**src/rtl/cs_win_pkg.sv**
```systemverilog
package cs_win_pkg;

    typedef struct packed {
        logic [3:0] mask;
        logic       valid;
        logic [5:0] base;
    } win_cfg_t;

    typedef enum logic [1:0] {
        ROUTE_NONE = 2'd0,
        ROUTE_NOR  = 2'd1,
        ROUTE_NAND = 2'd2,
        ROUTE_FIFO = 2'd3
    } route_t;

    typedef enum logic [1:0] {
        KIND_WIN  = 2'd0,
        KIND_DEV  = 2'd1,
        KIND_PF   = 2'd2,
        KIND_RSVD = 2'd3
    } cfg_kind_t;

    localparam logic [1:0] DEV_NAND = 2'd2;

    function automatic logic mask_ok(input logic [3:0] m, input bit allow_full);
        return (m == 4'h8) || (m == 4'hC) || (m == 4'hE) || (m == 4'hF) ||
               (allow_full && (m == 4'h0));
    endfunction

endpackage

```
**src/rtl/cs_win_regs.sv**
```systemverilog
module cs_win_regs
    import cs_win_pkg::*;
#(
    parameter int CS_N  = 8,
    parameter int IDX_W = 3
) (
    input  logic                       clk,
    input  logic                       rst_n,
    input  logic                       we,
    input  logic [1:0]                 kind,
    input  logic [IDX_W-1:0]           idx,
    input  logic [31:0]                wdata,
    output win_cfg_t [CS_N-1:0]        win_o,
    output logic [CS_N-1:0]            nand_o,
    output logic                       pf_en_o,
    output logic [IDX_W-1:0]           pf_cs_o
);

    typedef struct packed {
        win_cfg_t [CS_N-1:0]       win;
        logic [CS_N-1:0][1:0]      dev;
        logic                      pf_en;
        logic [IDX_W-1:0]          pf_cs;
    } state_t;

    state_t st_d, st_q;
    state_t st_rst;

    logic unused_wdata;
    assign unused_wdata = ^wdata;

    always_comb begin
        st_rst = '0;
        for (int i = 0; i < CS_N; i++) begin
            st_rst.win[i].mask  = 4'hF;
            st_rst.win[i].valid = (i == 0);
        end
    end

    always_comb begin
        st_d = st_q;
        if (we) begin
            case (cfg_kind_t'(kind))
                KIND_WIN: begin
                    st_d.win[idx].base  = wdata[5:0];
                    st_d.win[idx].valid = wdata[6];
                    st_d.win[idx].mask  = wdata[11:8];
                end
                KIND_DEV: st_d.dev[idx] = wdata[11:10];
                KIND_PF: begin
                    st_d.pf_en = wdata[7];
                    st_d.pf_cs = wdata[24 +: IDX_W];
                end
                default: ;
            endcase
        end
    end

    always_ff @(posedge clk or negedge rst_n) begin
        if (!rst_n) st_q <= st_rst;
        else        st_q <= st_d;
    end

    always_comb begin
        for (int i = 0; i < CS_N; i++) nand_o[i] = (st_q.dev[i] == DEV_NAND);
    end

    assign win_o   = st_q.win;
    assign pf_en_o = st_q.pf_en;
    assign pf_cs_o = st_q.pf_cs;

    AST_RSVD_WRITE_HOLDS: assert property (@(posedge clk) disable iff (!rst_n)
        (we && kind == 2'd3) |=> $stable(st_q));

endmodule

```
**src/rtl/cs_win_match.sv**
```systemverilog
module cs_win_match
    import cs_win_pkg::*;
#(
    parameter int ADDR_W          = 32,
    parameter bit ALLOW_FULL_MASK = 1'b0
) (
    input  logic [ADDR_W-25:0] addr_hi,
    input  win_cfg_t           cfg,
    output logic               hit_o,
    output logic               bad_o
);

    localparam int HI_W = ADDR_W - 24;

    logic legal, top_zero, base_eq;

    generate
        if (HI_W > 6) begin : g_top
            assign top_zero = (addr_hi[HI_W-1:6] == '0);
        end else begin : g_notop
            assign top_zero = 1'b1;
        end
    endgenerate

    assign legal   = mask_ok(cfg.mask, ALLOW_FULL_MASK);
    assign base_eq = (addr_hi[5:4] == cfg.base[5:4]) &&
                     (((addr_hi[3:0] ^ cfg.base[3:0]) & cfg.mask) == 4'h0);
    assign hit_o   = cfg.valid && legal && top_zero && base_eq;
    assign bad_o   = cfg.valid && !legal;

endmodule

```
**src/rtl/cs_win_pick.sv**
```systemverilog
module cs_win_pick
    import cs_win_pkg::*;
#(
    parameter int CS_N  = 8,
    parameter int IDX_W = 3
) (
    input  logic [CS_N-1:0]  hit_vec,
    input  logic [CS_N-1:0]  nand_vec,
    input  logic             pf_en,
    input  logic [IDX_W-1:0] pf_cs,
    output logic [CS_N-1:0]  onehot_o,
    output logic [IDX_W-1:0] sel_o,
    output logic             any_o,
    output route_t           route_o
);

    always_comb begin
        any_o    = 1'b0;
        sel_o    = '0;
        onehot_o = '0;
        for (int i = 0; i < CS_N; i++) begin
            if (hit_vec[i] && !any_o) begin
                any_o       = 1'b1;
                sel_o       = IDX_W'(i);
                onehot_o[i] = 1'b1;
            end
        end
        if (!any_o)                          route_o = ROUTE_NONE;
        else if (!nand_vec[sel_o])           route_o = ROUTE_NOR;
        else if (pf_en && pf_cs == sel_o)    route_o = ROUTE_FIFO;
        else                                 route_o = ROUTE_NAND;
    end

endmodule

```
**src/rtl/cs_window_decoder.sv**
```systemverilog
module cs_window_decoder
    import cs_win_pkg::*;
#(
    parameter int  CS_N            = 8,
    parameter int  ADDR_W          = 32,
    parameter bit  ALLOW_FULL_MASK = 1'b0,
    parameter bit  REG_OUT         = 1'b0,
    localparam int IDX_W           = $clog2(CS_N)
) (
    input  logic              clk,
    input  logic              rst_n,
    input  logic              cfg_we,
    input  logic [1:0]        cfg_kind,
    input  logic [IDX_W-1:0]  cfg_idx,
    input  logic [31:0]       cfg_wdata,
    input  logic [ADDR_W-1:0] bus_addr,
    output logic [CS_N-1:0]   cs_hit_o,
    output logic [ADDR_W-1:0] win_offset_o,
    output logic [1:0]        route_o,
    output logic              mask_err_o
);

    typedef struct packed {
        logic [CS_N-1:0]   hit;
        logic [ADDR_W-1:0] off;
        route_t            route;
        logic              err;
    } out_t;

    win_cfg_t [CS_N-1:0] win;
    logic [CS_N-1:0]     nand_vec, hit_vec, bad_vec, onehot;
    logic                pf_en, any;
    logic [IDX_W-1:0]    pf_cs, sel;
    route_t              route;
    out_t                out_d, out_q;

    cs_win_regs #(.CS_N(CS_N), .IDX_W(IDX_W)) u_regs (
        .clk(clk), .rst_n(rst_n), .we(cfg_we), .kind(cfg_kind), .idx(cfg_idx),
        .wdata(cfg_wdata), .win_o(win), .nand_o(nand_vec),
        .pf_en_o(pf_en), .pf_cs_o(pf_cs)
    );

    generate
        for (genvar g = 0; g < CS_N; g++) begin : g_match
            cs_win_match #(.ADDR_W(ADDR_W), .ALLOW_FULL_MASK(ALLOW_FULL_MASK)) u_match (
                .addr_hi(bus_addr[ADDR_W-1:24]), .cfg(win[g]),
                .hit_o(hit_vec[g]), .bad_o(bad_vec[g])
            );
        end
    endgenerate

    cs_win_pick #(.CS_N(CS_N), .IDX_W(IDX_W)) u_pick (
        .hit_vec(hit_vec), .nand_vec(nand_vec), .pf_en(pf_en), .pf_cs(pf_cs),
        .onehot_o(onehot), .sel_o(sel), .any_o(any), .route_o(route)
    );

    always_comb begin
        logic [ADDR_W-1:0] keep;
        keep        = '0;
        keep[27:0]  = {~win[sel].mask, 24'hFF_FFFF};
        out_d.hit   = onehot;
        out_d.off   = any ? (bus_addr & keep) : '0;
        out_d.route = route;
        out_d.err   = |bad_vec;
    end

    generate
        if (REG_OUT) begin : g_reg
            always_ff @(posedge clk or negedge rst_n) begin
                if (!rst_n) out_q <= '0;
                else        out_q <= out_d;
            end
        end else begin : g_comb
            assign out_q = out_d;
        end
    endgenerate

    assign cs_hit_o     = out_q.hit;
    assign win_offset_o = out_q.off;
    assign route_o      = out_q.route;
    assign mask_err_o   = out_q.err;

    AST_HIT_ONEHOT0: assert property (@(posedge clk) disable iff (!rst_n)
        $onehot0(cs_hit_o));
    AST_IDLE_IS_ZERO: assert property (@(posedge clk) disable iff (!rst_n)
        (cs_hit_o == '0) |-> (route_o == 2'd0 && win_offset_o == '0));
    AST_FIFO_NEEDS_ENGINE: assert property (@(posedge clk) disable iff (!rst_n)
        (route == ROUTE_FIFO) |-> (pf_en && nand_vec[pf_cs]));
    AST_OFFSET_BOUND: assert property (@(posedge clk) disable iff (!rst_n)
        any |-> (out_d.off[ADDR_W-1:28] == '0));
    AST_BAD_NEVER_HITS: assert property (@(posedge clk) disable iff (!rst_n)
        (hit_vec & bad_vec) == '0);

endmodule

```
**config.mk**
```make
export PLATFORM = sky130hd
export DESIGN_NAME = cs_window_decoder
export DESIGN_NICKNAME = d
export VERILOG_FILES = /design/src/rtl/cs_win_pkg.sv /design/src/rtl/cs_win_regs.sv /design/src/rtl/cs_win_match.sv /design/src/rtl/cs_win_pick.sv /design/src/rtl/cs_window_decoder.sv
export SDC_FILE = /design/constraint.sdc
export NUM_CORES = 1
export LEC_CHECK = 0
export ABC_AREA = 1
export BUFFER_PORTS_ARGS = -buffer_cell sky130_fd_sc_hd__clkbuf_2
export CAP_MARGIN = 30
export CORE_AREA = 2 2 103 125
export CTS_CLUSTER_SIZE = 30
export DETAILED_ROUTE_END_ITERATION = 8
export DIE_AREA = 0 0 105 127
export PLACE_DENSITY_LB_ADDON = 0.3
export SLEW_MARGIN = 0
export SYNTH_ARGS = -nofsm -noshare
export SYNTH_HDL_FRONTEND = slang
export SYNTH_SLANG_ARGS = --single-unit
```
**constraint.sdc**
```tcl
create_clock -name clk -period 2.19 [get_ports clk]
set_input_delay 0.1095 -clock clk [delete_from_list [all_inputs] [get_ports clk]]
set_output_delay 0.1095 -clock clk [all_outputs]
set_load 0.005 [all_outputs]
```
Word level (Yosys, flattened, before mapping). Index checks and enable logic that the tools add are counted.

Logic and storage cells: 250. Bits of input ports: 72. Register bits after elaboration: 108.

Equal/unequal tests: 51. Bitwise logic cells: 18. Magnitude comparators: 3. Multiplexer cells: 42. Reduce and logical (&&, ||, !) cells: 102.

Operators with widths (number): 88-bit bitwise mux (3); 4-bit equality test (second input constant) (32); 11-bit demux with 3-bit select (3); 1-bit logical AND (49); 11-bit binary-select mux with 3-bit select (1); 32-bit by 28-bit AND with 32-bit output (1); 4-bit AND (8); 4-bit logical NOT (8); 32-bit 2-to-1 mux (1); 4-bit bitwise XOR (8); 1-bit logical OR (24); 11-bit 2-to-1 mux (2); 2-bit equality test (second input constant) (9); 1-bit 2-to-1 mux (18); 16-bit bitwise mux (1); 2-bit equality test (8); 1-bit logical NOT (15); 3-bit 2-to-1 mux (4); 2-bit 2-to-1 mux (5); 3-bit by 4-bit < comparator with 1-bit output (second input constant) (2); 8-bit OR reduction (1); 7-bit 2-to-1 mux (1); 2-bit demux with 3-bit select (1); 6-bit 2-to-1 mux (1); other kinds (7) (10).

Depth between registers and ports, before layout.
Depth after elaboration: 34. Gate-level depth with buffers: 20. Depth with buffers taken out: 20.

Modules after synthesis. Synthesis repeated with hierarchy kept, for this count alone.

Cell total of the unflattened synthesis: 1148. Area total of the unflattened synthesis: 7753.7 um^2.

Modules (own cells, without submodules): cs_win_regs (area each 5311.3 um^2, cells an instance 633, seq. area each 2743.9 um^2, instances 1); cs_win_match (area each 158.9 um^2, cells an instance 34, seq. area each 0.0 um^2, instances 8); cs_window_decoder (area each 780.7 um^2, cells an instance 170, seq. area each 0.0 um^2, instances 1); cs_win_pick (area each 390.4 um^2, cells an instance 73, seq. area each 0.0 um^2, instances 1).

Worst setup path before layout. OpenSTA, ideal clock, no wires.

Path type: register to output. Start: register u_regs.st_q (netlist bit u_regs.win_o[8]). End: output win_offset_o[26]. Required time: 2.081 ns. Slack: 0.104 ns. Cell stages (with the launch flop): 20. Data arrival time: 1.976 ns. Buffers on the path: 1. Path through: dfstp_2 inv_1 nand2_1 nand2_1 nor2_2 nand2_1 nor2_2 nand2_4 nand3_2 nor2_1 nand3_1 nand2_2 inv_4 nand2_4 buf_6 o211ai_2 nand2_1 nand2_1 nand2_1 nor2_1.

Cells in the longest elaborated chain, start to end: 34. Elaborated cells between the ends (all ways): 47. Classes of those cells: eq/ne (4); mux (18); bitwise (3); reduce/logical (22).

Ends and longest elaborated chain: start, declared (line cs_win_regs.sv:26) `state_t st_d, st_q;`; start signal, assigned (line cs_win_regs.sv:60) `if (!rst_n) st_q <= st_rst;`; start signal, assigned (line cs_win_regs.sv:61) `else st_q <= st_d;`; 4-bit equality test (line cs_win_pkg.sv:26) `return (m == 4'h8) || (m == 4'hC) || (m == 4'hE) || (m == 4'hF) ||`; 1-bit logical OR (3 in a row) (line cs_win_pkg.sv:26); 1-bit logical AND (2 in a row) (line cs_win_match.sv:28) `assign hit_o = cfg.valid && legal && top_zero && base_eq;`; 1-bit logical AND (*) (line cs_win_match.sv:28); 1-bit 2-to-1 mux (*) (line cs_win_pick.sv:22) `if (hit_vec[i] && !any_o) begin`; 1-bit logical NOT (line cs_win_pick.sv:22); 1-bit logical AND (line cs_win_pick.sv:22); 1-bit 2-to-1 mux (line cs_win_pick.sv:22); [... 15 more ...]; 1-bit logical NOT (line cs_win_pick.sv:22); 1-bit logical AND (line cs_win_pick.sv:22); 3-bit 2-to-1 mux (line cs_win_pick.sv:22); 11-bit binary-select mux with 3-bit select (line cs_window_decoder.sv:60) `keep[27:0] = {~win[sel].mask, 24'hFF_FFFF};`; 11-bit 2-to-1 mux (not written as such) (line cs_window_decoder.sv:60); 4-bit inverter (line cs_window_decoder.sv:60); 32-bit by 28-bit AND with 32-bit output (line cs_window_decoder.sv:62) `out_d.off = any ? (bus_addr & keep) : '0;`; 32-bit 2-to-1 mux (*) (line cs_window_decoder.sv:62); end, declared (line cs_window_decoder.sv:18) `output logic [ADDR_W-1:0] win_offset_o,`.

Every way passes the cells marked *; elsewhere a longest branch is shown, timed or not. The select of a mux whose other input is x is not followed.

Final worst setup path.
Start: register u_regs.st_q (netlist bit u_regs.win_o[19]). End: output route_o[0].

Cells in the longest elaborated chain, start to end: 32. Elaborated cells between the ends (all ways): 47. Classes of those cells: eq/ne (5); mux (19); bitwise (1); reduce/logical (22).

Ends and longest elaborated chain: 4-bit equality test (line cs_win_pkg.sv:26); 1-bit logical OR (3 in a row) (line cs_win_pkg.sv:26); 1-bit logical AND (2 in a row) (line cs_win_match.sv:28); 1-bit logical AND (*) (line cs_win_match.sv:28); 1-bit logical AND (*) (line cs_win_pick.sv:22); branches (longest 23 deep; another with 1-bit 2-to-1 mux); 2-bit 2-to-1 mux (*) (line cs_win_pick.sv:28) `if (!any_o) route_o = ROUTE_NONE;`; end, declared (line cs_window_decoder.sv:19) `output logic [1:0] route_o,`.

Every way passes the cells marked *. The select of a mux whose other input is x is not followed.

==> run metrics <==
die width=105 um; crit start category=flip-flop; Async SR Flop Fraction=100%; hold endpoint=u_regs.pf_cs_o[1]; clock network fraction of total power=29.0%; 1st-iter DRT viols=396; Placer Congestion=0.910; top post-synthesis cells by count=nand2_1, o21ai_0, inv_1, dfrtp_1, nor2_1; GRT Total Usage=26.0%; Area Overhead vs Synth=30.5%; synth top area cells=dfrtp_1, nand2_1, dfstp_2; Hold Startpoint=cfg_wdata[25]; Placed Cells=1,131; drt pass-1 iters=5; Clock Latency Late Sink=0.34 ns; #FFs+latches synth=108; synthesized area per cell=7.33 um2; met1 usage=31.8%; Static Leak=4.07 nW; routed len/inst=14.6 um; Sequential Power Share=46.4%; clk buf depth=2; endpoint class of the critical path=output pin; fmax=360 MHz; most numerous cell on the critical path=nor2_2; Nets=1,073; M3 GR Usage=3.42%; FP Rows=44; vias in the first global route=5,596; largest net degree at the start of global routing=46; I/O pins=115; initial antenna violation count=0; Worst Hold Depth=3; Via density=5.07; Core ar.=12,000 um2; Post-DP Area=7210 um2; worst vdd ir=0.516 mV; Most used DFF post-synth=dfrtp_1; launching point of the worst reg2reg path=u_regs.win_o[85]; Slew Limit Headroom=48.4%; CTS HTree Levels=3; R2R depth=3; failing checks=setup timing; share of cells above drive strength 1=30.8%; Overflow after GRT=0; peak per-stage delay on the critical path=0.55 ns; P_sw=1.76 mW; Antenna diodes=0; WP data arrival=2.67 ns; Port Buffer Count=92; reg2reg setup slack=1.25 ns; Final Non-Filler Cells=1,167; number of fill cells=1,038; CTS Buf Count=9; root buffer cell=clkbuf_16; Post-synth EDFFs=0; DRC Markers=0; Crit path max-delay family=simple AND/OR/NAND/NOR gates; fin util=66.1%; Fin Clk Skew=0 ns; Yosys cell types=41; fin area=7940 um2; synthesis warning total=0; final worst slack=-0.589 ns; CP Max Fanout=6; r2r endpoint=u_regs.win_o[85]; CP required=2.08 ns; Internal=4.12 mW; Synth area leader=dfrtp_1; Gate Count Post-Synth=830; status=complete, but fails checks; first-pass GRT wire length=27.6 mm; final hold vios=0; Power Density=741 nW/um2; WL final=17.0 mm; final setup fails=31; Starting Density=50.7%; Tcrit/Tclk final=127%; Logic pwr share=24.7%; Post-Syn Area=6080 um2; Crit Path Class=reg -> out; max_cap viols=0; count leader, synth=nand2_1; Max Slew Vio Count=0; post-DP HPWL=12.5 mm; clock-pin slew on the worst setup and hold paths=0.07 ns; Tmin final=2.78 ns; CTS tree=yes; HP Class=in -> reg; CP cell instances=inv_2 > nor2_2 > nor2_2 > nand2_1 > nor2_2 > nand2_2 > nand4_1 > nor2_4 > o211ai_2 > nand2_2 > buf_4 > nand3_1 > nand3_2 > nand3_1 > nand2_1 > inv_1 > buf_2; RSZ-0062 raised after global routing=true; pre-CTS setup slack=-0.284 ns; Yosys top cell area share=30.9%; Antenna Nets Post-Route=0; gr busiest metal=met2; Crit-path slowest cell=dfstp_2; Buf/Inv on CP=4; DIE AREA=13,300 um2; post-synthesis sequential area ratio=45.1%; switch share=30.0%; via count=5,918; CTS Sinks=108; Slew @ Worst Pin=0.772 ns; Die H=127 um; met2 GRT Util=45.6%
==> worst reg2reg max path, cell delays in order (launching register included) <==
cell	delay, ns
dfstp_2	0.58
buf_4	0.13
nand2_1	0.04
o21ai_0	0.10
==> registers in the layout (all words and copies together), names as in the netlist <==
signal,count
u_regs.win_o,88
u_regs.pf_en_o,1
u_regs.pf_cs_o,3
u_regs.st_q,16
==> cell type report <==
| class | instances | area (um2) | share of cell area [%] |
|---|---|---|---|
| inverter | 117 | 449 | 5.66 |
| sequential | 108 | 2740 | 34.6 |
| clock buffer | 13 | 270 | 3.41 |
| multi-input combinational | 576 | 2900 | 36.5 |
| tap | 161 | 201 | 2.54 |
| timing repair buffer | 189 | 1330 | 16.7 |
| clock inverter | 3 | 43.8 | 0.552 |
==> timing repair <==
item / CTS / global route
buffers inserted: 11 / 2
hold endpoints to repair: 24 / 0
hold buffers: 3 / 0
cloned: 4 / 0
gates resized for setup: 35 / 32
pin swaps: 12 / 15
setup endpoints to repair: 33 / 34
==> per-layer routing <==
| layer | part of all wire [%] | wire, um |
|---|---|---|
| met4 | 3.2 | 537 |
| met1 | 41 | 7030 |
| met5 | 0 | 0 |
| met2 | 51 | 8620 |
| met3 | 4.9 | 843 |
==> power groups by stage <==
| stage | Clock [mW] | Combinational [mW] | Sequential [mW] |
|---|---|---|---|
| detailed placement | 0 | 1.34 | 2.74 |
| global route | 1.80 | 1.65 | 2.77 |
| global placement | 0 | 1.31 | 2.73 |
| finish | 1.71 | 1.45 | 2.73 |
| CTS | 1.73 | 1.42 | 2.72 |
| floorplan | 0 | 0.800 | 2.68 |
==> placed cells by master, fill, tap and decap left out, drive strengths merged, types with 7 or more instances in the layout <==
master,instances
dfrtp,75
xnor2,13
o21ai,128
nor2,76
nand4,10
nor3,13
nand2,256
buf,99
nand3,34
xor2,7
a21oi,16
inv,115
clkbuf,100
dfstp,33
==> per-stage QoR <==
stage	power, mW	hold WS [ns]	TNS, ns
finish	5.88	0.0202	-13.85
global route	6.22	0.0386	-17.92
CTS	5.86	0.0225	-12.15
detailed placement	4.09	0.153	-1.48
global placement	4.04	0.149	-0.999
floorplan	3.48	-0.186	0
==> worst max-delay path by stage <==
stage,cells after the start,startpoint,to
detailed placement,18,u_regs.win_o[30],route_o[0]
floorplan,19,u_regs.win_o[8],win_offset_o[26]
global placement,19,u_regs.win_o[30],route_o[0]
finish,17,u_regs.win_o[19],route_o[0]
global route,17,u_regs.win_o[30],route_o[0]
CTS,20,u_regs.win_o[8],win_offset_o[26]
==> cells by family (layout without fill, tap and decap cells) <==
kind of cell,count (synthesis),count (layout),synth area share [%]
simple gates,394,396,27.3
mux,2,2,0.370
compound gates,153,153,13.5
other cells,1,5,0.0616
xor+xnor,20,20,2.88
flops,108,108,45.1
buf+inv,152,322,10.8
(Power assumes the default switching activity.)
